===== config.mk =====
export PLATFORM = sky130hd
export DESIGN_NAME = ifetch_fault_tracker
export DESIGN_NICKNAME = d
export VERILOG_FILES = /design/src/rtl/ift_pkg.sv /design/src/rtl/ift_word_buf.sv /design/src/rtl/ift_consume_check.sv /design/src/rtl/ifetch_fault_tracker.sv
export SDC_FILE = /design/constraint.sdc
export NUM_CORES = 1
export LEC_CHECK = 0
export BUFFER_PORTS_ARGS = -buffer_cell sky130_fd_sc_hd__buf_2
export CAP_MARGIN = 25
export CELL_PAD_IN_SITES_DETAIL_PLACEMENT = 2
export CELL_PAD_IN_SITES_GLOBAL_PLACEMENT = 2
export CORE_ASPECT_RATIO = 0.6
export CORE_MARGIN = 5
export CORE_UTILIZATION = 33
export DETAILED_ROUTE_END_ITERATION = 8
export GPL_TIMING_DRIVEN = 1
export HOLD_SLACK_MARGIN = 0.08
export PLACE_DENSITY = 0.85
export RECOVER_POWER = 25
export SLEW_MARGIN = 0
export SYNTH_ARGS = -nofsm -noshare
export SYNTH_HDL_FRONTEND = slang
export SYNTH_SLANG_ARGS = --single-unit
export TNS_END_PERCENT = 50

===== constraint.sdc =====
create_clock -name clk -period 5.9 [get_ports clk]
set_clock_uncertainty 0.15 [all_clocks]
set_input_delay 0.295 -clock clk [delete_from_list [all_inputs] [get_ports clk]]
set_output_delay 0.295 -clock clk [all_outputs]
set_load 0.03 [all_outputs]

===== src/rtl/ift_pkg.sv =====
package ift_pkg;
    typedef enum logic [1:0] {
        ACT_NONE  = 2'd0,
        ACT_ISSUE = 2'd1,
        ACT_FAULT = 2'd2,
        ACT_STALL = 2'd3
    } ift_act_e;
endpackage


===== src/rtl/ift_word_buf.sv =====
module ift_word_buf #(
    parameter int WORD_W  = 16,
    parameter int DEPTH   = 4,
    parameter int MAX_LEN = 3,
    localparam int CNT_W  = $clog2(DEPTH + 1),
    localparam int LEN_W  = $clog2(MAX_LEN + 1)
) (
    input  logic                      clk,
    input  logic                      rst_n,
    input  logic                      flush_i,
    input  logic                      push_i,
    input  logic [WORD_W-1:0]         push_word_i,
    input  logic                      push_err_i,
    input  logic [LEN_W-1:0]          pop_n_i,
    output logic [MAX_LEN*WORD_W-1:0] head_words_o,
    output logic [MAX_LEN-1:0]        head_flt_o,
    output logic [CNT_W-1:0]          count_o,
    output logic                      ready_o
);
    typedef struct packed {
        logic [DEPTH-1:0][WORD_W-1:0] word;
        logic [DEPTH-1:0]             flt;
        logic [CNT_W-1:0]             cnt;
    } buf_state_t;

    buf_state_t st_d, st_q;
    logic [CNT_W-1:0] cnt_after;

    always_comb begin
        st_d      = st_q;
        cnt_after = st_q.cnt - CNT_W'(pop_n_i);
        if (flush_i) begin
            st_d.word = '0;
            st_d.flt  = '0;
            st_d.cnt  = '0;
        end else begin
            for (int i = 0; i < DEPTH; i++) begin
                st_d.word[i] = '0;
                st_d.flt[i]  = 1'b0;
                for (int k = 0; k <= MAX_LEN; k++) begin
                    if (pop_n_i == LEN_W'(k) && (i + k) < DEPTH) begin
                        st_d.word[i] = st_q.word[i + k];
                        st_d.flt[i]  = st_q.flt[i + k];
                    end
                end
            end
            st_d.cnt = cnt_after;
            if (push_i && (st_q.cnt < CNT_W'(DEPTH))) begin
                for (int i = 0; i < DEPTH; i++) begin
                    if (CNT_W'(i) == cnt_after) begin
                        st_d.word[i] = push_word_i;
                        st_d.flt[i]  = push_err_i;
                    end
                end
                st_d.cnt = cnt_after + CNT_W'(1);
            end
        end
    end

    always_ff @(posedge clk) begin
        if (!rst_n) begin
            st_q <= '0;
        end else begin
            st_q <= st_d;
        end
    end

    generate
        for (genvar g = 0; g < MAX_LEN; g++) begin : g_head
            assign head_words_o[g*WORD_W +: WORD_W] = st_q.word[g];
            assign head_flt_o[g]                    = st_q.flt[g];
        end
    endgenerate

    assign count_o = st_q.cnt;
    assign ready_o = (st_q.cnt < CNT_W'(DEPTH));


    count_bound_chk: assert property (@(posedge clk) disable iff (!rst_n)
        count_o <= CNT_W'(DEPTH));


    full_drop_chk: assert property (@(posedge clk) disable iff (!rst_n)
        (push_i && !flush_i && !ready_o && pop_n_i == '0) |=> (count_o == CNT_W'(DEPTH)));


    flush_empty_chk: assert property (@(posedge clk) disable iff (!rst_n)
        flush_i |=> (count_o == '0 && head_flt_o == '0));
endmodule


===== src/rtl/ift_consume_check.sv =====
module ift_consume_check #(
    parameter int DEPTH   = 4,
    parameter int MAX_LEN = 3,
    localparam int CNT_W  = $clog2(DEPTH + 1),
    localparam int LEN_W  = $clog2(MAX_LEN + 1)
) (
    input  logic [MAX_LEN-1:0] head_flt_i,
    input  logic [CNT_W-1:0]   count_i,
    input  logic [LEN_W-1:0]   len_i,
    output logic               avail_o,
    output logic               fault_o
);
    logic [MAX_LEN-1:0] in_instr;

    generate
        for (genvar g = 0; g < MAX_LEN; g++) begin : g_mask
            assign in_instr[g] = (LEN_W'(g) < len_i);
        end
    endgenerate

    always_comb begin
        avail_o = (len_i != '0) && (int'(len_i) <= MAX_LEN) && (int'(count_i) >= int'(len_i));
        fault_o = |(head_flt_i & in_instr);
    end
endmodule


===== src/rtl/ifetch_fault_tracker.sv =====
module ifetch_fault_tracker #(
    parameter int           WORD_W   = 16,
    parameter int           DEPTH    = 4,
    parameter int           MAX_LEN  = 3,
    parameter int           ADDR_W   = 32,
    parameter logic [31:0]  RESET_PC = 32'h0,
    localparam int          CNT_W    = $clog2(DEPTH + 1),
    localparam int          LEN_W    = $clog2(MAX_LEN + 1)
) (
    input  logic                      clk,
    input  logic                      rst_n,
    input  logic                      flush_i,
    input  logic [ADDR_W-1:0]         flush_pc_i,
    input  logic                      fetch_valid_i,
    input  logic                      fetch_err_i,
    input  logic [WORD_W-1:0]         fetch_word_i,
    output logic                      fetch_ready_o,
    input  logic                      dec_take_i,
    input  logic [LEN_W-1:0]          dec_len_i,
    output logic                      dec_avail_o,
    output logic                      instr_issue_o,
    output logic [MAX_LEN*WORD_W-1:0] instr_words_o,
    output logic [ADDR_W-1:0]         instr_pc_o,
    output logic                      acc_err_o,
    output logic [ADDR_W-1:0]         acc_err_pc_o,
    output logic                      abort_o
);
    import ift_pkg::*;

    typedef struct packed {
        logic                      issue;
        logic                      err;
        logic                      abort;
        logic [ADDR_W-1:0]         head_pc;
        logic [ADDR_W-1:0]         out_pc;
        logic [MAX_LEN*WORD_W-1:0] words;
    } trk_state_t;

    trk_state_t st_d, st_q;
    ift_act_e   act;
    logic [LEN_W-1:0]          pop_n;
    logic [MAX_LEN*WORD_W-1:0] head_words;
    logic [MAX_LEN-1:0]        head_flt;
    logic [CNT_W-1:0]          count;
    logic                      avail, faulted;

    ift_word_buf #(.WORD_W(WORD_W), .DEPTH(DEPTH), .MAX_LEN(MAX_LEN)) u_buf (
        .clk          (clk),
        .rst_n        (rst_n),
        .flush_i      (flush_i),
        .push_i       (fetch_valid_i),
        .push_word_i  (fetch_word_i),
        .push_err_i   (fetch_err_i),
        .pop_n_i      (pop_n),
        .head_words_o (head_words),
        .head_flt_o   (head_flt),
        .count_o      (count),
        .ready_o      (fetch_ready_o)
    );

    ift_consume_check #(.DEPTH(DEPTH), .MAX_LEN(MAX_LEN)) u_chk (
        .head_flt_i (head_flt),
        .count_i    (count),
        .len_i      (dec_len_i),
        .avail_o    (avail),
        .fault_o    (faulted)
    );

    always_comb begin
        act = ACT_NONE;
        if (!flush_i && dec_take_i && !st_q.abort) begin
            if (!avail)       act = ACT_STALL;
            else if (faulted) act = ACT_FAULT;
            else              act = ACT_ISSUE;
        end
    end

    always_comb begin
        st_d       = st_q;
        st_d.issue = 1'b0;
        st_d.err   = 1'b0;
        pop_n      = '0;
        if (flush_i) begin
            st_d.abort   = 1'b0;
            st_d.head_pc = flush_pc_i;
        end else if (act == ACT_ISSUE || act == ACT_FAULT) begin
            pop_n        = dec_len_i;
            st_d.out_pc  = st_q.head_pc;
            st_d.head_pc = st_q.head_pc + (ADDR_W'(dec_len_i) << 1);
            if (act == ACT_FAULT) begin
                st_d.err   = 1'b1;
                st_d.abort = 1'b1;
                st_d.words = '0;
            end else begin
                st_d.issue = 1'b1;
                for (int i = 0; i < MAX_LEN; i++) begin
                    if (LEN_W'(i) < dec_len_i) begin
                        st_d.words[i*WORD_W +: WORD_W] = head_words[i*WORD_W +: WORD_W];
                    end else begin
                        st_d.words[i*WORD_W +: WORD_W] = '0;
                    end
                end
            end
        end
    end

    always_ff @(posedge clk) begin
        if (!rst_n) begin
            st_q         <= '0;
            st_q.head_pc <= ADDR_W'(RESET_PC);
        end else begin
            st_q <= st_d;
        end
    end

    assign dec_avail_o   = avail;
    assign instr_issue_o = st_q.issue;
    assign instr_words_o = st_q.words;
    assign instr_pc_o    = st_q.out_pc;
    assign acc_err_o     = st_q.err;
    assign acc_err_pc_o  = st_q.out_pc;
    assign abort_o       = st_q.abort;


    err_single_pulse_chk: assert property (@(posedge clk) disable iff (!rst_n)
        acc_err_o |=> !acc_err_o);


    issue_err_excl_chk: assert property (@(posedge clk) disable iff (!rst_n)
        !(acc_err_o && instr_issue_o));


    abort_hold_chk: assert property (@(posedge clk) disable iff (!rst_n)
        (abort_o && !flush_i) |=> abort_o);


    abort_quiet_chk: assert property (@(posedge clk) disable iff (!rst_n)
        abort_o |=> (!instr_issue_o && !acc_err_o));


    fetch_err_silent_chk: assert property (@(posedge clk) disable iff (!rst_n)
        (fetch_valid_i && fetch_err_i && !dec_take_i && !abort_o) |=> (!acc_err_o && !abort_o));


    stall_quiet_chk: assert property (@(posedge clk) disable iff (!rst_n)
        (dec_take_i && !dec_avail_o) |=> (!instr_issue_o && !acc_err_o));


    flush_clear_chk: assert property (@(posedge clk) disable iff (!rst_n)
        flush_i |=> (!abort_o && !acc_err_o && !instr_issue_o && instr_pc_o == $past(instr_pc_o)));
endmodule


**Word level (Yosys, flattened, before mapping)**

Index checks and enable logic that the tools add are counted.

- Bits in registers: 186
- Bits in latches: 0
- Bits in writable memories: 0
- Bits in read-only memories: 0
- Bits of input ports: 56
- Output and inout bits: 117
- Memories: 0

- $add $sub $neg: 3
- $mul: 0
- Divide/modulo/power cells: 0
- Magnitude comparators: 5
- Eq/ne operators: 8
- Shift operators: 0
- Mux-type cells: 42
- Bitwise operators: 4
- Reductions and logical operators: 16

Operators by type and width:

| operator | number |
|---|---|
| two-way mux 16 bit | 17 |
| two-way mux 112 bit | 1 |
| two-way mux 71 bit | 1 |
| two-way mux 48 bit | 1 |
| adder 32 x 3 -> 32 bit | 1 |
| two-way mux 32 bit | 1 |
| two-way mux 1 bit | 15 |
| two-way mux 2 bit | 6 |
| equality test 2 bit (second input constant) | 3 |
| equality test 2 x 3 -> 1 bit (first input constant) | 2 |
| OR reduction 3 bit | 2 |
| equality test 2 x 1 -> 1 bit (second input constant) | 2 |
| logical AND 1 bit | 4 |
| less-than comparator 1 x 2 -> 1 bit (first input constant) | 2 |
| AND reduction 2 bit | 2 |
| nonzero test 2 bit | 2 |
| adder 3 x 1 -> 3 bit (second input constant) | 1 |
| bitwise AND 3 bit | 1 |
| equality test 1 x 3 -> 1 bit (first input constant) | 1 |
| greater-or-equal comparator 3 x 2 -> 1 bit | 1 |
| zero test 3 bit | 1 |
| less-than comparator 3 bit (second input constant) | 1 |
| NOT 1 bit | 3 |
| subtractor 3 x 2 -> 3 bit | 1 |
| other kinds (5) | 6 |

**Logic depth before layout (Yosys ltp)**

- Word-level depth: 17
- Gate-level depth with buffers: 23
- Mapped depth without buffers: 16

**Modules after synthesis**

A second synthesis with hierarchy kept.

- Cells, all modules: 1117
- Area total of the unflattened synthesis: 9878.2 um^2

By module, submodules not included:

| module | instances | cells each | area each (um^2) |
|---|---|---|---|
| ifetch_fault_tracker | 1 | 653 | 5591.6 |
| ift_word_buf | 1 | 453 | 4216.5 |
| ift_consume_check | 1 | 11 | 70.1 |

**Worst setup path before layout**

No wires, ideal clock.

- Kind: input to register
- Start point: input port dec_len_i[1]
- End point: register u_buf.st_q[64] (netlist name)
- Setup time: 65 ps
- Data arrival time: 5073 ps
- Data required time: 5685 ps
- Path slack: 612 ps
- Stages: 23
- Path through: inv_1 -> clkbuf_1 -> clkbuf_1 -> ha_1 -> o21ai_0 -> a21oi_1 -> a21oi_1 -> ha_1 -> buf_2 -> nor2_1 -> clkbuf_1 -> clkbuf_1 -> and2_1 -> ha_1 -> fa_1 -> clkbuf_1 -> nor2_1 -> ha_1 -> and2_1 -> clkbuf_1 -> clkbuf_1 -> a22oi_1 -> nor2_1

- Elaborated cells on any way between the ends: 22

RTL lines:

| item | RTL line | RTL |
|---|---|---|
| start: declaration | ifetch_fault_tracker.sv:19 | `input logic [LEN_W-1:0] dec_len_i,` |
| greater-or-equal comparator 3 x 2 -> 1 bit or nonzero test 2 bit (tied branches) | ift_consume_check.sv:22 | `avail_o = (len_i != '0) && (int'(len_i) <= MAX_LEN) && (int'(count_i) >= int'(len_i));` |
| logical AND 1 bit * | ift_consume_check.sv:22 |  |
| via dec_avail_o | ifetch_fault_tracker.sv:20 | `output logic dec_avail_o,` |
| two-way mux 2 bit * | ifetch_fault_tracker.sv:72 | `if (!avail) act = ACT_STALL;` |
| two-way mux 2 bit * | ifetch_fault_tracker.sv:71 | `if (!flush_i && dec_take_i && !st_q.abort) begin` |
| equality test 2 x 1 -> 1 bit or equality test 2 bit (tied branches) | ifetch_fault_tracker.sv:86 | `end else if (act == ACT_ISSUE \|\| act == ACT_FAULT) begin` |
| logical OR 1 bit * | ifetch_fault_tracker.sv:86 |  |
| two-way mux 2 bit * | ifetch_fault_tracker.sv:86 |  |
| two-way mux 2 bit * | ifetch_fault_tracker.sv:83 | `if (flush_i) begin` |
| subtractor 3 x 2 -> 3 bit or zero test 2 bit (tied branches) | ift_word_buf.sv:31, ift_word_buf.sv:41 |  |
| equality test 2 x 3 -> 1 bit or two-way mux 16 bit (tied branches) | ift_word_buf.sv:50, ift_word_buf.sv:41 |  |
| two-way mux 16 bit | ift_word_buf.sv:50 | `if (CNT_W'(i) == cnt_after) begin` |
| two-way mux 71 bit * | ift_word_buf.sv:48 | `if (push_i && (st_q.cnt < CNT_W'(DEPTH))) begin` |
| end signal: assignment | ift_word_buf.sv:64 | `st_q <= st_d;` |
| end: declaration | ift_word_buf.sv:26 | `buf_state_t st_d, st_q;` |

The timed path passes the listed nets; every way through them passes the cells marked *.
A chain may end at the register's enable or synchronous reset.

**Final worst setup path**

- Start point: input port flush_i
- End point: register u_buf.st_q[70] (netlist name)

- Word-level cells in the longest chain between the ends: 12
- Elaborated cells on any way between the ends: 16

Ends and longest elaborated chain:

| item | RTL line | RTL |
|---|---|---|
| start: declaration | ifetch_fault_tracker.sv:12 | `input logic flush_i,` |
| zero test 1 bit | ifetch_fault_tracker.sv:71 |  |
| logical AND 1 bit (2 in a row) | ifetch_fault_tracker.sv:71 |  |
| two-way mux 2 bit | ifetch_fault_tracker.sv:71 |  |
| equality test 2 x 1 -> 1 bit or equality test 2 bit (tied branches) | ifetch_fault_tracker.sv:86 |  |
| logical OR 1 bit | ifetch_fault_tracker.sv:86 |  |
| two-way mux 2 bit | ifetch_fault_tracker.sv:86 |  |
| two-way mux 2 bit | ifetch_fault_tracker.sv:83 |  |
| subtractor 3 x 2 -> 3 bit or zero test 2 bit (tied branches) | ift_word_buf.sv:31, ift_word_buf.sv:41 |  |
| equality test 2 x 3 -> 1 bit or two-way mux 16 bit (tied branches) | ift_word_buf.sv:50, ift_word_buf.sv:41 |  |
| two-way mux 16 bit | ift_word_buf.sv:50 |  |
| two-way mux 71 bit | ift_word_buf.sv:48 |  |

Several ways; a longest one is shown, not always the timed one.

==> out/results.ini <==
[power_and_ir_drop]
peakVddDrop_v=0.000143
p_per_area_nw_per_um2=275
p_leak_nw=3.91

[routing]
viasPerCell=5.65
vias=8976
postRouteAntennaNets=0
drt_iter0_drc=646
wl_per_cell_um=22.8
wl_um=36300
drc_errors=0
dr.pass1.iters=5

[cts]
clk_pin_slew_ns=0.08
cts_tree=built
hold_buffers=49
insertion_delay_ns=0.46
cts.path.max_buffers=2
numCtsBuffers=17
cts-root-buf=clkbuf_16
cts_resized=0
cts-htree-levels=4
cts_sinks=186
post-cts-setup-buffer-count=0

[finish]
area_growth_pct=13.7
design_area_um2=11000
nets=1265
mostFrequentLayoutCells=dfxtp_1 (186), nand2_1 (113), buf_2 (97)
post_route_cells_drive_above_1_share_pct=14.0
mostFrequentLayoutCell=dfxtp_1
antenna_cells=0
instances_no_fill=1588
fin_util_pct=38.1

[global_route]
grt_pass1_vias=9575
grt_pass1_wl_um=56700
antenna_found_initial=1
grt_max_degree=115
grt.total_usage_pct=21.8
grt_overflow=0

[logic_synthesis]
yosys_most_used_dff=dfxtp_1
synth_cell_types=65
ys_warn_count=0
async_flop_share_pct=0
synth_area_um2=9640
synthAdderAreaFrac_pct=1.32
synthMuxAreaShare_pct=2.08
avgSynthCellArea_um2=8.44
synth-xor-area-share_pct=1.18
yosys_register_bits=186
synth-edff-count=0
synthesis.instances=1143
synth_top_family_by_area=compound AO/OA/AOI/OAI gates
syn-num-nets=1208
synthSimpleGateAreaFrac_pct=19.0
yosysSeqAreaShare_pct=38.6
synth-compound-area-share_pct=24.3

[min_path]
hp-class=input pin to flip-flop
hold_path_end=st_q[84]
min_from=rst_n
hold_depth=2

[worst_setup_path]
r2r_end=u_buf.st_q[70]
rr_startpoint=u_buf.count_o[0]
crit_cells=10
cp.required_ns=6.13
cp_max_fo=47
max_stage_delay_ns=2.10
rr_worst_depth=15
worstSetupPathType=input pin to flip-flop
cp-start-kind=input pin
slowest_stage=clkbuf_1
startpoint=flush_i
crit_chain=buf_2 > clkbuf_1 > nor3b_2 > buf_4 > fa_1 > xnor2_1 > ha_1 > and2_1 > a22oi_1 > nor2_1
r2r_slack_ns=1.65
path_buf_inv=3
crit_family=buffers and inverters
crit_path_end_kind=flip-flop
cp.arrival_ns=4.95

[timing]
rsz0062_at_grt=false
layout_setup_ws_ns=1.19
relSlewSlack_pct=-99.5
period_minus_slack_ns=4.71
fmax_mhz=212
setup_viol=0
period_share_pct=79.9
hold_viol=0
fin_tns_setup_ns=0
drv_slew=48
tightest_slew_ns=2.99

[placement]
place.gp.congestion=0.869
post-place-ws_ns=1.31
dpl.hpwl_um=24500
place_area_um2=9970
dpl.cell_count=1506
io_buffers=172

[die]
row_count=48
die_x_um=231
ioPinCount=173
core_um2=28800
start_util_pct=33.5
dieArea_um2=32900
chipHeight_um=142

[status]
status=finished, violations left
violations=capacitance limit, slew limit

[run]
cap_violations=1

## final cells by class
type | count | area, um2
Clock buffer | 17 | 425
Clock inverter | 15 | 164
Fill cell | 3227 | 17800
Inverter | 25 | 93.8
Multi-Input combinational cell | 726 | 4640
Sequential cell | 186 | 3720
Tap cell | 375 | 469
Timing Repair Buffer | 244 | 1450
## metrics by stage
step | hold WS (ns) | power, mW
6_report | 0.129 | 3.01
2_1_floorplan | 0.281 | 1.66
4_1_cts | 0.110 | 3.04
5_1_grt | 0.127 | 3.14
3_5_place_dp | 0.326 | 1.81
3_3_place_gp | 0.306 | 1.78
## synthesized netlist by cell type (all sizes together) (7+ instances only)
cell type	instances	area share [%]
a31oi	8	0.52
xnor2	9	0.82
inv	24	0.93
o21ai	21	1.1
nand3	12	0.62
dfxtp	186	39
clkbuf	70	2.7
nor2	80	3.1
nand4	13	0.97
o211ai	17	1.3
a22oi	82	6.4
or4	9	0.78
o22ai	16	1.0
mux2i	20	2.1
buf	136	9.8
a222oi	16	1.7
a21oi	42	2.2
ha	7	0.91
and3	7	0.45
nor3	32	1.7
nand2	114	4.4
a21boi	33	2.6
nor2b	54	3.5
a211oi	37	2.9
a2bb2oi	17	1.5
o211a	8	0.83
## power by group
| part | leakage (nW) | switching, mW | internal [mW] |
|---|---|---|---|
| Sequential | 1.51 | 0.0580 | 1.30 |
| Clock | 0.279 | 0.572 | 0.633 |
| Combinational | 2.12 | 0.293 | 0.163 |
| Total | 3.91 | 0.923 | 2.09 |
## cell families (layout without fill, tap and decap cells)
logic type               count (synthesis)  after routing
flip-flops                             186            186
XOR/XNOR                                13             13
adder cells (fa/ha/maj)                  9              9
multiplexers                            20             20
AND/OR/NAND/NOR                        361            361
buffers and inverters                  231            301
AO/OA/AOI/OAI                          323            323
## sequential cells by signal, summed over array words and instances (netlist names)
register,cells
instr_words_o,48
u_buf.head_words_o,48
acc_err_pc_o,32
st_q,32
u_buf.st_q,17
u_buf.count_o,3
u_buf.head_flt_o,3
abort_o,1
acc_err_o,1
instr_issue_o,1
## per-layer routing
metal | up-vias | share of wire (%) | global-route usage, %
met2 | 257 | 45 | 34.2
met1 | 4570 | 47 | 30.5
met5 | - | 0.019 | 0
li1 | 4108 | - | -
met4 | 2 | 1.5 | 5.69
met3 | 39 | 6.2 | 5.18
## worst max-delay path by stage
stage | to | slack [ns]
after floorplan | u_buf.st_q[64] | 0.61
after global placement | u_buf.st_q[66] | 1.62
after detailed placement | u_buf.st_q[70] | 1.31
after CTS | u_buf.st_q[70] | 1.77
after global routing | u_buf.st_q[6] | 1.04
final | u_buf.st_q[70] | 1.19
## worst reg2reg max path, cell delays in order (launching register included)
cell and delay (ns):
dfxtp_1 0.31, inv_1 0.06, ha_1 0.26, o21ai_0 0.21
a21oi_1 0.16, a21o_1 0.19, ha_1 0.39, nor2_4 0.04
and2_1 0.27, ha_1 0.19, fa_1 0.46, xnor2_1 0.27
ha_1 0.22, and2_1 0.62, a22oi_1 0.23, nor2_1 0.15
No activity file was read; power rests on OpenSTA's default activity.
